$ cat src/rtl/pwd_wdt_pkg.sv
// Shared types and field layout for the password-protected watchdog.
// Assumes a fixed 32-bit control word whose field positions software relies on.
package pwd_wdt_pkg;

    localparam int CNT_W    = 16;
    localparam int EN_BIT   = 31;
    localparam int PWS_LO   = 26;
    localparam int DIVS_LO  = 24;
    localparam int KEY_LO   = 16;

    typedef enum logic {
        UL_LOCKED = 1'b0,
        UL_ARMED  = 1'b1
    } unlock_e;

    typedef struct packed {
        logic             en;
        logic [1:0]       pw_sel;
        logic [1:0]       div_sel;
        logic [CNT_W-1:0] reload;
    } wdt_cfg_t;

    // Pull the configuration fields out of a control write.
    function automatic wdt_cfg_t cfg_from_word(input logic [31:0] w);
        wdt_cfg_t c;
        c.en      = w[EN_BIT];
        c.pw_sel  = w[PWS_LO+1:PWS_LO];
        c.div_sel = w[DIVS_LO+1:DIVS_LO];
        c.reload  = w[CNT_W-1:0];
        return c;
    endfunction

    // Build the control readback with the key field as zero.
    function automatic logic [31:0] word_from_cfg(input wdt_cfg_t c);
        logic [31:0] w;
        w = '0;
        w[EN_BIT]             = c.en;
        w[PWS_LO+1:PWS_LO]    = c.pw_sel;
        w[DIVS_LO+1:DIVS_LO]  = c.div_sel;
        w[CNT_W-1:0]          = c.reload;
        return w;
    endfunction

endpackage

$ cat src/rtl/wdt_unlock.sv
// Two-write unlock sequencer. It produces a one-cycle commit when a control
// write with KEY2 follows straight after a control write with KEY1.
// Assumes at most one bus access per cycle; idle cycles keep the armed state.
module wdt_unlock #(
    parameter logic [7:0] KEY1 = 8'hBE,
    parameter logic [7:0] KEY2 = 8'hDC
) (
    input  logic       clk,
    input  logic       rst_n,
    input  logic       wr_en,
    input  logic       rd_en,
    input  logic       hit_ctrl,
    input  logic [7:0] key,
    output logic       commit
);
    import pwd_wdt_pkg::*;

    unlock_e state_q;

    // A commit needs the armed state and a keyed control write.
    assign commit = (state_q == UL_ARMED) && wr_en && !rd_en && hit_ctrl && (key == KEY2);

    // Arm on the first key; any access while armed returns to locked.
    always_ff @(posedge clk) begin
        if (!rst_n) begin
            state_q <= UL_LOCKED;
        end else begin
            case (state_q)
                UL_LOCKED: if (wr_en && !rd_en && hit_ctrl && key == KEY1) state_q <= UL_ARMED;
                default:   if (wr_en || rd_en) state_q <= UL_LOCKED;
            endcase
        end
    end

endmodule

$ cat src/rtl/wdt_prescaler.sv
// Clock prescaler. It emits one tick per 2**shift cycles, with the shift
// picked by a 2-bit select. Assumes SH3 is the largest shift and at least 1.
module wdt_prescaler #(
    parameter int SH1 = 6,
    parameter int SH2 = 12,
    parameter int SH3 = 18
) (
    input  logic       clk,
    input  logic       rst_n,
    input  logic       run,
    input  logic       clear,
    input  logic [1:0] sel,
    output logic       tick
);
    localparam int PRE_W = SH3;

    logic [PRE_W-1:0] pre_q;
    logic [PRE_W-1:0] lim;

    // Terminal count for the selected ratio.
    always_comb begin
        case (sel)
            2'd0:    lim = '0;
            2'd1:    lim = PRE_W'((64'd1 << SH1) - 64'd1);
            2'd2:    lim = PRE_W'((64'd1 << SH2) - 64'd1);
            default: lim = PRE_W'((64'd1 << SH3) - 64'd1);
        endcase
    end

    assign tick = run && !clear && (pre_q == lim);

    // Count cycles while running; restart on clear or on wrap.
    always_ff @(posedge clk) begin
        if (!rst_n || clear || !run || tick) pre_q <= '0;
        else                                  pre_q <= pre_q + 1'b1;
    end

endmodule

$ cat src/rtl/wdt_counter.sv
// Watchdog down-counter. It loads on commit, steps on each tick, and flags
// expiry for one cycle when the count reaches zero, then halts.
module wdt_counter #(
    parameter int CNT_W = 16
) (
    input  logic             clk,
    input  logic             rst_n,
    input  logic             load,
    input  logic             load_en,
    input  logic [CNT_W-1:0] load_val,
    input  logic             tick,
    output logic [CNT_W-1:0] count,
    output logic             running,
    output logic             expire
);
    // Load, stop, step or expire the count.
    always_ff @(posedge clk) begin
        if (!rst_n) begin
            count   <= '0;
            running <= 1'b0;
            expire  <= 1'b0;
        end else begin
            expire <= 1'b0;
            if (load) begin
                running <= load_en;
                if (load_en) count <= load_val;
            end else if (running && tick) begin
                if (count <= CNT_W'(1)) begin
                    count   <= '0;
                    running <= 1'b0;
                    expire  <= 1'b1;
                end else begin
                    count <= count - 1'b1;
                end
            end
        end
    end

endmodule

$ cat src/rtl/pwd_watchdog.sv
// Password-protected watchdog top. It holds the register port, the key
// sequencer, the prescaler, the down-counter and the pre-warning compare.
// Assumes one access per cycle and combinational read data.
module pwd_watchdog #(
    parameter int          ADDR_W    = 4,
    parameter logic [7:0]  KEY1      = 8'hBE,
    parameter logic [7:0]  KEY2      = 8'hDC,
    parameter int          CTRL_ADDR = 0,
    parameter int          STAT_ADDR = 8,
    parameter int          DIV_SH1   = 6,
    parameter int          DIV_SH2   = 12,
    parameter int          DIV_SH3   = 18
) (
    input  logic              clk,
    input  logic              rst_n,
    input  logic              bus_wr,
    input  logic              bus_rd,
    input  logic [ADDR_W-1:0] bus_addr,
    input  logic [31:0]       bus_wdata,
    output logic [31:0]       bus_rdata,
    output logic              prewarn_o,
    output logic              rst_req_o
);
    import pwd_wdt_pkg::*;

    localparam logic [CNT_W-1:0] TOP_BIT = CNT_W'(1) << (CNT_W - 1);

    logic             hit_ctrl;
    logic             hit_stat;
    logic             commit;
    logic             tick;
    wdt_cfg_t         cfg_q;
    wdt_cfg_t         cfg_d;
    logic [CNT_W-1:0] count_q;
    logic             running_q;
    logic             expire_q;
    logic [CNT_W-1:0] warn_thr;
    logic [31:0]      ctrl_rd;
    logic [31:0]      stat_rd;

    assign hit_ctrl = (bus_addr == ADDR_W'(CTRL_ADDR));
    assign hit_stat = (bus_addr == ADDR_W'(STAT_ADDR));
    assign cfg_d    = cfg_from_word(bus_wdata);

    wdt_unlock #(.KEY1(KEY1), .KEY2(KEY2)) u_unlock (
        .clk      (clk),
        .rst_n    (rst_n),
        .wr_en    (bus_wr),
        .rd_en    (bus_rd),
        .hit_ctrl (hit_ctrl),
        .key      (bus_wdata[KEY_LO+7:KEY_LO]),
        .commit   (commit)
    );

    // Store the configuration on an accepted control write.
    always_ff @(posedge clk) begin
        if (!rst_n)      cfg_q <= '0;
        else if (commit) cfg_q <= cfg_d;
    end

    wdt_prescaler #(.SH1(DIV_SH1), .SH2(DIV_SH2), .SH3(DIV_SH3)) u_presc (
        .clk   (clk),
        .rst_n (rst_n),
        .run   (running_q),
        .clear (commit),
        .sel   (cfg_q.div_sel),
        .tick  (tick)
    );

    wdt_counter #(.CNT_W(CNT_W)) u_cnt (
        .clk      (clk),
        .rst_n    (rst_n),
        .load     (commit),
        .load_en  (cfg_d.en),
        .load_val (cfg_d.reload),
        .tick     (tick),
        .count    (count_q),
        .running  (running_q),
        .expire   (expire_q)
    );

    // Pre-warning level: running and at or below the selected fraction.
    always_comb begin
        warn_thr  = TOP_BIT >> cfg_q.pw_sel;
        prewarn_o = running_q && (count_q <= warn_thr);
    end

    assign rst_req_o = expire_q;

    // Read mux for the two registers; other addresses read zero.
    always_comb begin
        ctrl_rd = word_from_cfg(cfg_q);
        stat_rd = '0;
        stat_rd[EN_BIT]    = running_q;
        stat_rd[CNT_W-1:0] = count_q;
        if (hit_ctrl)      bus_rdata = ctrl_rd;
        else if (hit_stat) bus_rdata = stat_rd;
        else               bus_rdata = '0;
    end

endmodule

$ cat config.mk
export PLATFORM = sky130hd
export DESIGN_NAME = pwd_watchdog
export DESIGN_NICKNAME = d
export VERILOG_FILES = /design/src/rtl/pwd_wdt_pkg.sv /design/src/rtl/wdt_unlock.sv /design/src/rtl/wdt_prescaler.sv /design/src/rtl/wdt_counter.sv /design/src/rtl/pwd_watchdog.sv
export SDC_FILE = /design/constraint.sdc
export NUM_CORES = 1
export LEC_CHECK = 0
export BUFFER_PORTS_ARGS = -buffer_cell sky130_fd_sc_hd__buf_2
export CAP_MARGIN = 20
export CORE_ASPECT_RATIO = 1.1
export CORE_MARGIN = 2
export CORE_UTILIZATION = 37
export CTS_CLUSTER_DIAMETER = 40
export DETAILED_ROUTE_END_ITERATION = 6
export PLACE_DENSITY = 0.59
export SETUP_SLACK_MARGIN = 0.5
export SKIP_LAST_GASP = 1
export SYNTH_ARGS = -nofsm -noshare
export SYNTH_HDL_FRONTEND = slang
export SYNTH_SLANG_ARGS = --single-unit
$ cat constraint.sdc
create_clock -name clk -period 2.63 [get_ports clk]
set_input_delay 0 -clock clk [delete_from_list [all_inputs] [get_ports clk]]
set_output_delay 0 -clock clk [all_outputs]
set_load 0.02 [all_outputs]
-- After elaboration in Yosys (flattened, before gate mapping)
Index checks and enable logic that the tools add are counted.
- $add $sub $neg: 2
- magnitude comparators: 2
- eq/ne operators: 7
- shift operators: 1
- multiplexer cells: 14
- bitwise operators: 2
- reduce and logical (&&, ||, !) cells: 26
- operators by type and width (cell ; count):
    $mux W16 ; 4
    $mux W32 ; 2
    $pmux W18 S3 ; 1
    $add A18 B1 Y18 const B ; 1
    $eq A18 B18 Y1 ; 1
    $eq A8 B8 Y1 const B ; 2
    $le A16 B1 Y1 const B ; 1
    $le A16 B16 Y1 ; 1
    $shr A16 B2 Y16 const A ; 1
    $sub A16 B1 Y16 const B ; 1
    $logic_and A1 B1 Y1 ; 11
    $mux W1 ; 7
    $eq A4 B4 Y1 const B ; 1
    $logic_not A1 Y1 ; 4
    $logic_not A4 Y1 ; 1
    $logic_or A1 B1 Y1 ; 4
    $reduce_and A2 Y1 ; 2
    $reduce_bool A2 Y1 ; 2
    $reduce_or A3 Y1 ; 1
    $eq A2 B1 Y1 const B ; 1
    $eq A2 B2 Y1 const B ; 1
    $logic_not A2 Y1 ; 1
    $ne A2 B2 Y1 const B ; 1
    $not A1 Y1 ; 2
- bits in registers: 58
- input port bits: 40
- word-level logic and storage cells: 63

-- Depth between registers and ports, before layout
Gate-level depths: netlist (run 1).
- word-level depth: 10
- gate-level depth with buffers: 9

-- By module
From an unflattened synthesis (run 1), not the netlist that was laid out.
- cell total of the unflattened synthesis: 385
- area, all modules: 3379.5 um^2
- by module, submodules not included (module ; instances ; cells an instance ; area each (um^2) ; sequential area each (um^2)):
    pwd_watchdog ; 1 ; 126 ; 1266.2 ; 420.4
    wdt_counter ; 1 ; 138 ; 1087.3 ; 360.3
    wdt_prescaler ; 1 ; 112 ; 934.6 ; 360.3
    wdt_unlock ; 1 ; 9 ; 91.3 ; 20.0

-- Worst setup path after synthesis (run 1)
OpenSTA, ideal clock, no wires.
- path type: register -> register
- start: register u_cnt.count[0]
- end: register u_cnt.count[12]
- library setup time: 125 ps
- arrival time: 1925 ps
- slack: 580 ps
- stages on the path, launching flop included: 9
- path buffers: 0
- period minus slack after synthesis: 2050 ps
- cell sequence: dfxtp_1 inv_1 ha_1 nor3b_1 nand3_1 or3_1 nor2b_1 o211ai_1 o21ai_1
- word-level cells in the longest chain between the ends: 4
- elaborated cells on any way between the ends: 5
- ends and longest elaborated chain (element ; line ; text):
    from (decl) ; wdt_counter.sv:12 ; output logic [CNT_W-1:0] count,
    from (signal assigned) ; wdt_counter.sv:26 ; if (load_en) count <= load_val;
    from (signal assigned) ; wdt_counter.sv:33 ; count <= count - 1'b1;
    $sub A16 B1 Y16 / $le A16 B1 Y1 (equally long branches) ; wdt_counter.sv:33, wdt_counter.sv:28 ;
    $mux W16 * ; wdt_counter.sv:28 ; if (count <= CNT_W'(1)) begin
    $mux W16 * ; wdt_counter.sv:27 ; end else if (running && tick) begin
    $mux W16 * ; wdt_counter.sv:24 ; if (load) begin
Every way passes the cells marked *; elsewhere a longest branch is shown, timed or not. The select of a mux whose other input is x is not followed.
A chain may end at the register's enable or synchronous reset.

-- Final worst setup path (run 1)
- start: register u_presc.pre_q[14]
- end: register u_cnt.count[4]
- word-level cells in the longest chain between the ends: 5
- ends and longest elaborated chain (element ; line ; text):
    from (decl) ; wdt_prescaler.sv:17 ; logic [PRE_W-1:0] pre_q;
    from (signal assigned) ; wdt_prescaler.sv:35 ; else pre_q <= pre_q + 1'b1;
    $eq A18 B18 Y1 ; wdt_prescaler.sv:30 ; assign tick = run && !clear && (pre_q == lim);
    $logic_and A1 B1 Y1 ; wdt_prescaler.sv:30 ;
    $logic_and A1 B1 Y1 ; wdt_counter.sv:27 ;
    $reduce_bool A2 Y1 (no source line) ; - ;
    $reduce_and A2 Y1 (no source line) ; - ;
Every way passes these cells.

==> summary.md, run 1 <==
| Metric | Value |
|---|---|
| Antenna violation net count after detailed routing | 0 |
| Starting density of the core | 0.381 |
| Critical path cell sequence | or4_4 > a2111oi_4 > a2bb2oi_2 > a32oi_2 > buf_4 > o211ai_1 > o21ai_2 |
| Area of the die | 9380 um^2 |
| Pin count of the biggest net entering global routing | 30 |
| Initial antenna violation count | 0 |
| Share of the synthesized area in the top cell type | 0.364 |
| Min setup slack post-route | 563 ps |
| Final non-filler cell total | 604 |
| Placeable core area | 8360 um^2 |
| Total track usage | 0.186 |
| Static Leakage | 0.00176 uW |
| Worst setup SP type | register |
| Crit-path leading delay family | compound AO/OA/AOI/OAI gates |
| Worst setup slack before clock tree synthesis | 326 ps |
| Final core utilization | 0.505 |
| Clock sink count | 58 |
| Total instance count after detailed placement | 560 |
| Number of diodes added for antenna fixing | 0 |
| Final slew viol count | 0 |
| Total grt overflow | 0 |
| Max-cap viol count | 0 |
| Count of mapped cells out of synthesis | 397 |
| Global-route wire length before repair | 13.8 mm |
| Post-synth cell types | 52 |
| Total buffers and inverters traversed by the critical path | 1 |
| Maximum fanout count along the critical path | 9 |
| Class of the tightest hold or removal check | in -> reg |
| Quantity of I/O buffers inserted on ports | 59 |
| Peak ir drop on the vdd network | 0.274 mV |
| Average wire length per cell after detail routing | 14.1 um |
| RD Place Congestion | 0.803 |
| Post-layout power | 1950 uW |
| Most area-hungry cell type in the Yosys netlist | sky130_fd_sc_hd__dfxtp_1 |
| Total power divided by cell area | 462 nW/um^2 |
| DRC errors left | 0 |
| Number of enable-type register cells in the synthesized netlist | 0 |
| Via count of the first global-routing pass | 2,927 |
| Final Cycle Share | 0.786 |
| CTS tree | built |
| Number of nets in the finished design | 535 |
| Count of TritonRoute iterations in the first routing pass | 4 |
| Status | finished clean |
| WP data required | 2850 ps |
| FMAX | 484 MHz |
| Top post-synthesis cells by area | sky130_fd_sc_hd__dfxtp_1 36%, sky130_fd_sc_hd__nand2_1 6.7%, sky130_fd_sc_hd__nor2_1 5.5%, sky130_fd_sc_hd__a22o_1 4.7%, sky130_fd_sc_hd__a21oi_1 4.6% |
| Worst Path Class, Setup | reg -> reg |
| Unrepaired setup endpoints after global routing | true |
| Number of filler instances in the final layout | 838 |
| Number of buffers added by the clock tree synthesis step | 9 |
| Fin. Hold Viols | 0 |
| Fraction of the yosys area taken by sequential cells | 0.364 |
| Relative slew slack | 0.343 |
| Area delta synth->final | 32.5% |
| Die X | 92.5 um |
| Data arrival time of the worst path | 2290 ps |
| Fraction of registers with async set/reset | 0 |
| Via count | 3,127 |
| Predominant post-synthesis flop cell | sky130_fd_sc_hd__dfxtp_1 |
| Mapped cell area | 3190 um^2 |
| Count of boundary I/O pins | 74 |
| Number of register bits inferred by synthesis | 58 |
| Number of placement rows | 35 |
| Critical Path Sink Type | register |
| Syn_area_per_cell | 8.03 um^2 |
| Yosys warning total | 0 |
| Worst skew pair latency | 340 ps |
| Vias/cell | 5.18 |
| Bufs on Longest Clock Path | 2 |
| Setup violations, final | 0 |
| Setup tns final | 0 ps |
| Total wire length after detailed routing | 8.49 mm |
| Clk slew on worst S/H paths | 70 ps |
| Clock H-tree levels | 3 |
| Maximum clock skew at final layout | 9.63 ps |
| Detailed Place HPWL | 5.91 mm |
| Critical path's largest stage delay | 540 ps |
| Post-route minimum period | 2070 ps |
| Ratio of cells with drive above 1 in the final layout | 0.245 |
| Root buffer cell | sky130_fd_sc_hd__clkbuf_8 |
| Initial DRC Count | 137 |
| Die outline height | 101 um |
| Slowest stage cell, crit path | sky130_fd_sc_hd__or4_4 |
| Worst-Margin Slew | 984 ps |
## routing by layer
| metal | vias up | GRT usage | routed length (um) |
|---|---|---|---|
| met5 | - | 0 | 0 |
| met4 | 0 | 0.0861 | 196 |
| met3 | 14 | 0.0275 | 264 |
| met2 | 59 | 0.322 | 4260 |
| met1 | 1477 | 0.230 | 3770 |
| li1 | 1577 | - | - |
## report_power, final
part           internal (uW)  switching [uW]  total, uW
clock                    609             366        975
sequential               878        0.000869        878
combinational           45.7            52.3       98.0
## cells in the mapped netlist (9+ instances only)
library cell and number:
sky130_fd_sc_hd__a21oi_1 29, sky130_fd_sc_hd__a22o_1 17, sky130_fd_sc_hd__buf_4 15, sky130_fd_sc_hd__clkbuf_1 13, sky130_fd_sc_hd__dfxtp_1 58, sky130_fd_sc_hd__inv_1 9
sky130_fd_sc_hd__nand2_1 57, sky130_fd_sc_hd__nand3_1 10, sky130_fd_sc_hd__nand4_1 12, sky130_fd_sc_hd__nor2_1 47, sky130_fd_sc_hd__nor3_1 9, sky130_fd_sc_hd__o211ai_1 9
sky130_fd_sc_hd__o21ai_1 10, sky130_fd_sc_hd__xor2_1 12
## placed cells by master (no fill, tap or decap), types with 3 or more instances in the layout
| cell type | instances |
|---|---|
| sky130_fd_sc_hd__a21oi_1 | 29 |
| sky130_fd_sc_hd__buf_2 | 58 |
| sky130_fd_sc_hd__nand2b_1 | 4 |
| sky130_fd_sc_hd__xnor2_1 | 8 |
| sky130_fd_sc_hd__dfxtp_2 | 3 |
| sky130_fd_sc_hd__o211ai_1 | 9 |
| sky130_fd_sc_hd__buf_4 | 15 |
| sky130_fd_sc_hd__dlygate4sd3_1 | 23 |
| sky130_fd_sc_hd__and2_1 | 8 |
| sky130_fd_sc_hd__a22o_1 | 17 |
| sky130_fd_sc_hd__nand2_1 | 57 |
| sky130_fd_sc_hd__o21ai_0 | 8 |
| sky130_fd_sc_hd__nand4_1 | 12 |
| sky130_fd_sc_hd__nand3_1 | 9 |
| sky130_fd_sc_hd__dfxtp_1 | 55 |
| sky130_fd_sc_hd__a21boi_0 | 3 |
| sky130_fd_sc_hd__mux2i_1 | 3 |
| sky130_fd_sc_hd__nor2_1 | 46 |
| sky130_fd_sc_hd__ha_1 | 6 |
| sky130_fd_sc_hd__conb_1 | 11 |
| sky130_fd_sc_hd__inv_1 | 7 |
| sky130_fd_sc_hd__o21ai_1 | 8 |
| sky130_fd_sc_hd__o31a_1 | 3 |
| sky130_fd_sc_hd__xor2_1 | 12 |
| sky130_fd_sc_hd__clkbuf_8 | 12 |
| sky130_fd_sc_hd__nor3_1 | 9 |
| sky130_fd_sc_hd__o21a_1 | 5 |
| sky130_fd_sc_hd__and4_1 | 3 |
## layout make-up
cell class	instances	area, um^2	share of cell area
inverter	9	33.8	0.00800
tap	111	139	0.0329
timing repair buffer	99	676	0.160
clock buffer	12	165	0.0391
sequential	58	1160	0.276
multi-input combinational	311	1970	0.467
clock inverter	4	72.6	0.0172
## sequential cells by signal (all words and copies together), names as in the netlist
name	cells
u_presc.pre_q	18
cfg_q	21
u_cnt.expire	1
u_cnt.count	16
u_unlock.state_q	1
u_cnt.running	1
## worst register-to-register path: stages (launching register included)
cell	delay, ps
sky130_fd_sc_hd__dfxtp_2	350
sky130_fd_sc_hd__or4_4	540
sky130_fd_sc_hd__a2111oi_4	210
sky130_fd_sc_hd__a2bb2oi_2	200
sky130_fd_sc_hd__a32oi_2	150
sky130_fd_sc_hd__buf_4	190
sky130_fd_sc_hd__o211ai_1	230
sky130_fd_sc_hd__o21ai_2	80
## kinds of logic (layout without fill, tap and decap cells)
family / after synthesis / after routing / synth area share
buf+inv: 39 / 124 / 0.0643
mux: 3 / 3 / 0.00942
simple gates: 173 / 174 / 0.271
xor+xnor: 20 / 20 / 0.0549
other cells: 1 / 11 / 0.00118
compound gates: 96 / 96 / 0.208
fa+ha+maj: 7 / 7 / 0.0275
flops: 58 / 58 / 0.364
## worst paths after layout
kind	from	endpoint	slack (ps)	depth (start not counted)
worst max-delay path	u_presc.pre_q[14]	u_cnt.count[4]	560	7
worst min-delay path	rst_n	u_cnt.running	80	2
worst max register to register	u_presc.pre_q[14]	u_cnt.count[4]	560	7
worst min register to register	cfg_q[2]	cfg_q[2]	450	2
## per-stage QoR
stage | hold slack [ps] | area [um^2]
after floorplan | 79.3 | 3230
after global placement | 198 | 3590
after detailed placement | 208 | 3590
after CTS | 39.9 | 4110
after global routing | 80.6 | 4230
final | 81.1 | 4230
## timing repair
action | CTS | global route
hold endpoints to repair | 25 | 0
hold buffers | 23 | 0
resized for setup | 6 | 20
buffers inserted | 1 | 3
setup endpoints to repair | 16 | 35
cloned | 0 | 1
pin swaps | 1 | 4
(Power assumes the default switching activity.)
==> run 2: changes to the inputs <==
PLACE_DENSITY = 0.62   (was 0.59)
clock period = 1.8 ns   (was 2.63 ns; I/O delays follow)
==> run 2 against run 1 <==
  * The run now ends with negative setup slack left
  * Utilization increased by 11 points
  * Sequential share of layout area decreased by 4.8 points
  * Worst setup slack got worse by 830 ps
  * Hold slack got worse by 54 ps
  * Flip-flop and latch count unchanged
  * Final cell count increased by 11%
  * Register-to-register slack got worse by 830 ps
  * Via count increased by 12%
  * Largest cell class unchanged
  * Count of clock-buffer cells in the layout decreased by 1
  * First-iteration DRC count decreased by 20%
  * Highest routed layer unchanged
==> summary.md, run 2 (synthesis gave the netlist of run 1 again) <==
| Metric | Value |
|---|---|
| Number of filler instances in the final layout | 701 (was 838) |
| Count of TritonRoute iterations in the first routing pass | 4 (unchanged) |
| Reg area | 1170 um^2 (was 1160 um^2) |
| Critical Path Sink Type | register (unchanged) |
| Uppermost metal layer occupied by signal nets | met4 (unchanged) |
| FMAX | 484 MHz (about the same) |
| Max-cap viol count | 0 (unchanged) |
| Number of placement rows | 35 (unchanged) |
| Critical path's largest stage delay | 540 ps (about the same) |
| Number of diodes added for antenna fixing | 0 (unchanged) |
| Area of all placed cells without fillers | 5120 um^2 (was 4230 um^2) |
| Via count of the first global-routing pass | 3,473 (was 2,927) |
| Area of the die | 9380 um^2 (unchanged) |
| WP data required | 2050 ps (was 2850 ps) |
| Worst skew pair latency | 360 ps (was 340 ps) |
| Most common library cell in the layout ignoring fill and taps | sky130_fd_sc_hd__buf_4 (was sky130_fd_sc_hd__buf_2) |
| Sw frac | 0.232 (was 0.214) |
| Relative slew slack | 0.538 (was 0.343) |
| Total track usage | 0.213 (was 0.186) |
| Status | complete, but fails checks (was finished clean) |
| Placeable core area | 8360 um^2 (unchanged) |
| DRC errors left | 0 (unchanged) |
| Relative contribution of sequential cells to total power | 0.453 (was 0.450) |
| Final Cycle Share | 1.15 (was 0.786) |
| Initial DRC Count | 109 (was 137) |
| Number of buffers added by the clock tree synthesis step | 9 (unchanged) |
| Class of the tightest hold or removal check | in -> reg (unchanged) |
| Maximum clock skew at final layout | 8.91 ps (was 9.63 ps) |
| Worst setup slack before clock tree synthesis | -269 ps (was 326 ps) |
| Die X | 92.5 um (unchanged) |
| Multi-input gate area in the final layout | 2240 um^2 (was 1970 um^2) |
| Net switching power | 657 uW (was 418 uW) |
| Clk slew on worst S/H paths | 70 ps (about the same) |
| Total buffers and inverters traversed by the critical path | 2 (was 1) |
| Destination of the critical timing path | u_presc.pre_q[3] (was u_cnt.count[4]) |
| Peak ir drop on the vdd network | 0.347 mV (was 0.274 mV) |
| Met1 layer wirelength in the final routing | 4.27 mm (was 3.77 mm) |
| Total wire length after detailed routing | 10.3 mm (was 8.49 mm) |
| Initial antenna violation count | 0 (unchanged) |
| Logic depth of the worst setup path including buffers | 8 (was 7) |
| Average wire length per cell after detail routing | 15.3 um (was 14.1 um) |
| Share of power burned in combinational logic | 0.062 (was 0.050) |
| Share of power burned in the clock network | 0.485 (was 0.500) |
| Crit-path leading delay family | simple AND/OR/NAND/NOR gates (was compound AO/OA/AOI/OAI gates) |
| Bufs on Longest Clock Path | 2 (unchanged) |
| Area delta synth->final | 60.7% (was 32.5%) |
| Worst-Margin Slew | 692 ps (was 984 ps) |
| Start point of the worst hold path | rst_n (unchanged) |
| Routed met2 length | 5.43 mm (was 4.26 mm) |
| Total grt overflow | 0 (unchanged) |
| Number of nets in the finished design | 602 (was 535) |
| CTS tree | built (unchanged) |
| Static Leakage | 0.00226 uW (was 0.00176 uW) |
| Setup tns final | -7830 ps (was 0 ps) |
| Internal portion of total power | 2170 uW (was 1530 uW) |
| Clock H-tree levels | 3 (unchanged) |
| Number of flip-flops under the largest register name | 21 (unchanged) |
| Unrepaired setup endpoints after global routing | true (unchanged) |
| Final-layout worst hold slack | 26.7 ps (was 81.1 ps) |
| Setup violations, final | 37 (was 0) |
| Via count | 3,501 (was 3,127) |
| Vias/cell | 5.22 (was 5.18) |
| Critical path cell sequence | or4_4 > a2111oi_4 > a2bb2oi_2 > buf_4 > and2_4 > or2_4 > clkbuf_16 > nor2_2 (was or4_4 > a2111oi_4 > a2bb2oi_2 > a32oi_2 > buf_4 > o211ai_1 > o21ai_2) |
| Detailed Place HPWL | 6.43 mm (was 5.91 mm) |
| Placed Area | 4030 um^2 (was 3590 um^2) |
| Fin. Hold Viols | 0 (unchanged) |
| Total power divided by cell area | 552 nW/um^2 (was 462 nW/um^2) |
| Final slew viol count | 0 (unchanged) |
| Die outline height | 101 um (unchanged) |
| Min setup slack post-route | -266 ps (was 563 ps) |
| Maximum fanout count along the critical path | 4 (was 9) |
| Endpoint of the most critical register-to-register path | u_presc.pre_q[3] (was u_cnt.count[4]) |
| Data arrival time of the worst path | 2310 ps (was 2290 ps) |
| Largest registers | cfg_q (21), u_presc.pre_q (18), u_cnt.count (16) (unchanged) |
| Worst reg2reg startpoint | u_presc.pre_q[14] (unchanged) |
| Antenna violation net count after detailed routing | 0 (unchanged) |
| Count of boundary I/O pins | 74 (unchanged) |
| Ratio of cells with drive above 1 in the final layout | 0.445 (was 0.245) |
| RD Place Congestion | 0.874 (was 0.803) |
| Worst Path Class, Setup | reg -> reg (unchanged) |
| Failing checks | negative setup slack |
| Starting density of the core | 0.381 (unchanged) |
| Post-route minimum period | 2070 ps (about the same) |
| Slowest stage cell, crit path | sky130_fd_sc_hd__or4_4 (unchanged) |
| Pin count of the biggest net entering global routing | 23 (was 30) |
| Clock sink count | 58 (unchanged) |
| Root buffer cell | sky130_fd_sc_hd__clkbuf_8 (unchanged) |
| Quantity of I/O buffers inserted on ports | 59 (unchanged) |
| Critical path launch point | u_presc.pre_q[14] (unchanged) |
| Worst setup SP type | register (unchanged) |
| Leading cell types in the layout, fill and taps excluded | 67 x sky130_fd_sc_hd__buf_4, 58 x sky130_fd_sc_hd__buf_2, 54 x sky130_fd_sc_hd__dfxtp_1, 36 x sky130_fd_sc_hd__nand2_1, 29 x sky130_fd_sc_hd__nor2_1 (was 58 x sky130_fd_sc_hd__buf_2, 57 x sky130_fd_sc_hd__nand2_1, 55 x sky130_fd_sc_hd__dfxtp_1, 46 x sky130_fd_sc_hd__nor2_1, 29 x sky130_fd_sc_hd__a21oi_1) |
| Register-to-register setup slack | -270 ps (was 560 ps) |
| R2R cell count | 8 (was 7) |
| Top reg by flops | cfg_q (unchanged) |
| Met3 wire len | 430 um (was 264 um) |
| Global-route wire length before repair | 15.8 mm (was 13.8 mm) |
## run 2: how the worst min path moves through the flow
stage / cells past startpoint / end / slack [ps]
6_report: 2 / u_cnt.running / 30
5_1_grt: 2 / u_cnt.running / 20
4_1_cts: 2 / u_cnt.running / 20
3_5_place_dp: 2 / u_unlock.state_q / 220
3_3_place_gp: 2 / u_unlock.state_q / 220
2_1_floorplan: 1 / u_unlock.state_q / 80
## run 2: power groups by stage
stage / Combinational [uW] / Clock [uW] / Sequential (uW)
5_1_grt: 187 / 1440 / 1280
6_report: 175 / 1370 / 1280
3_5_place_dp: 117 / 0 / 1310
3_3_place_gp: 116 / 0 / 1310
4_1_cts: 162 / 1380 / 1280
2_1_floorplan: 62.6 / 0 / 1310
## run 2: metrics by stage
step	util	cells	total power, uW
floorplan	-	407	1370
detailed placement	0.482	608	1430
global placement	0.482	608	1430
global route	0.613	671	2910
finish	0.613	671	2830
CTS	0.569	662	2820
## run 2: routing by layer
metal | GRT usage | vias up
li1 | - | 1702
met1 | 0.234 | 1704
met2 | 0.392 | 77
met3 | 0.0551 | 18
met4 | 0.0861 | 0
met5 | 0 | -
## run 2: layout make-up
type | count | area share
inverter | 9 | 0.00659
clock buffer | 11 | 0.0276
multi-input combinational | 310 | 0.437
clock inverter | 5 | 0.0151
tap | 111 | 0.0271
sequential | 58 | 0.228
timing repair buffer | 167 | 0.259
## run 2: repair_timing
| action | 4_1_cts | 5_1_grt |
|---|---|---|
| pin swaps | 16 | 35 |
| hold endpoints to repair | 25 | 0 |
| setup endpoints to repair | 56 | 58 |
| hold buffers | 23 | 0 |
| gates cloned | 1 | 2 |
| gates resized for setup | 36 | 78 |
| buffers inserted | 14 | 7 |
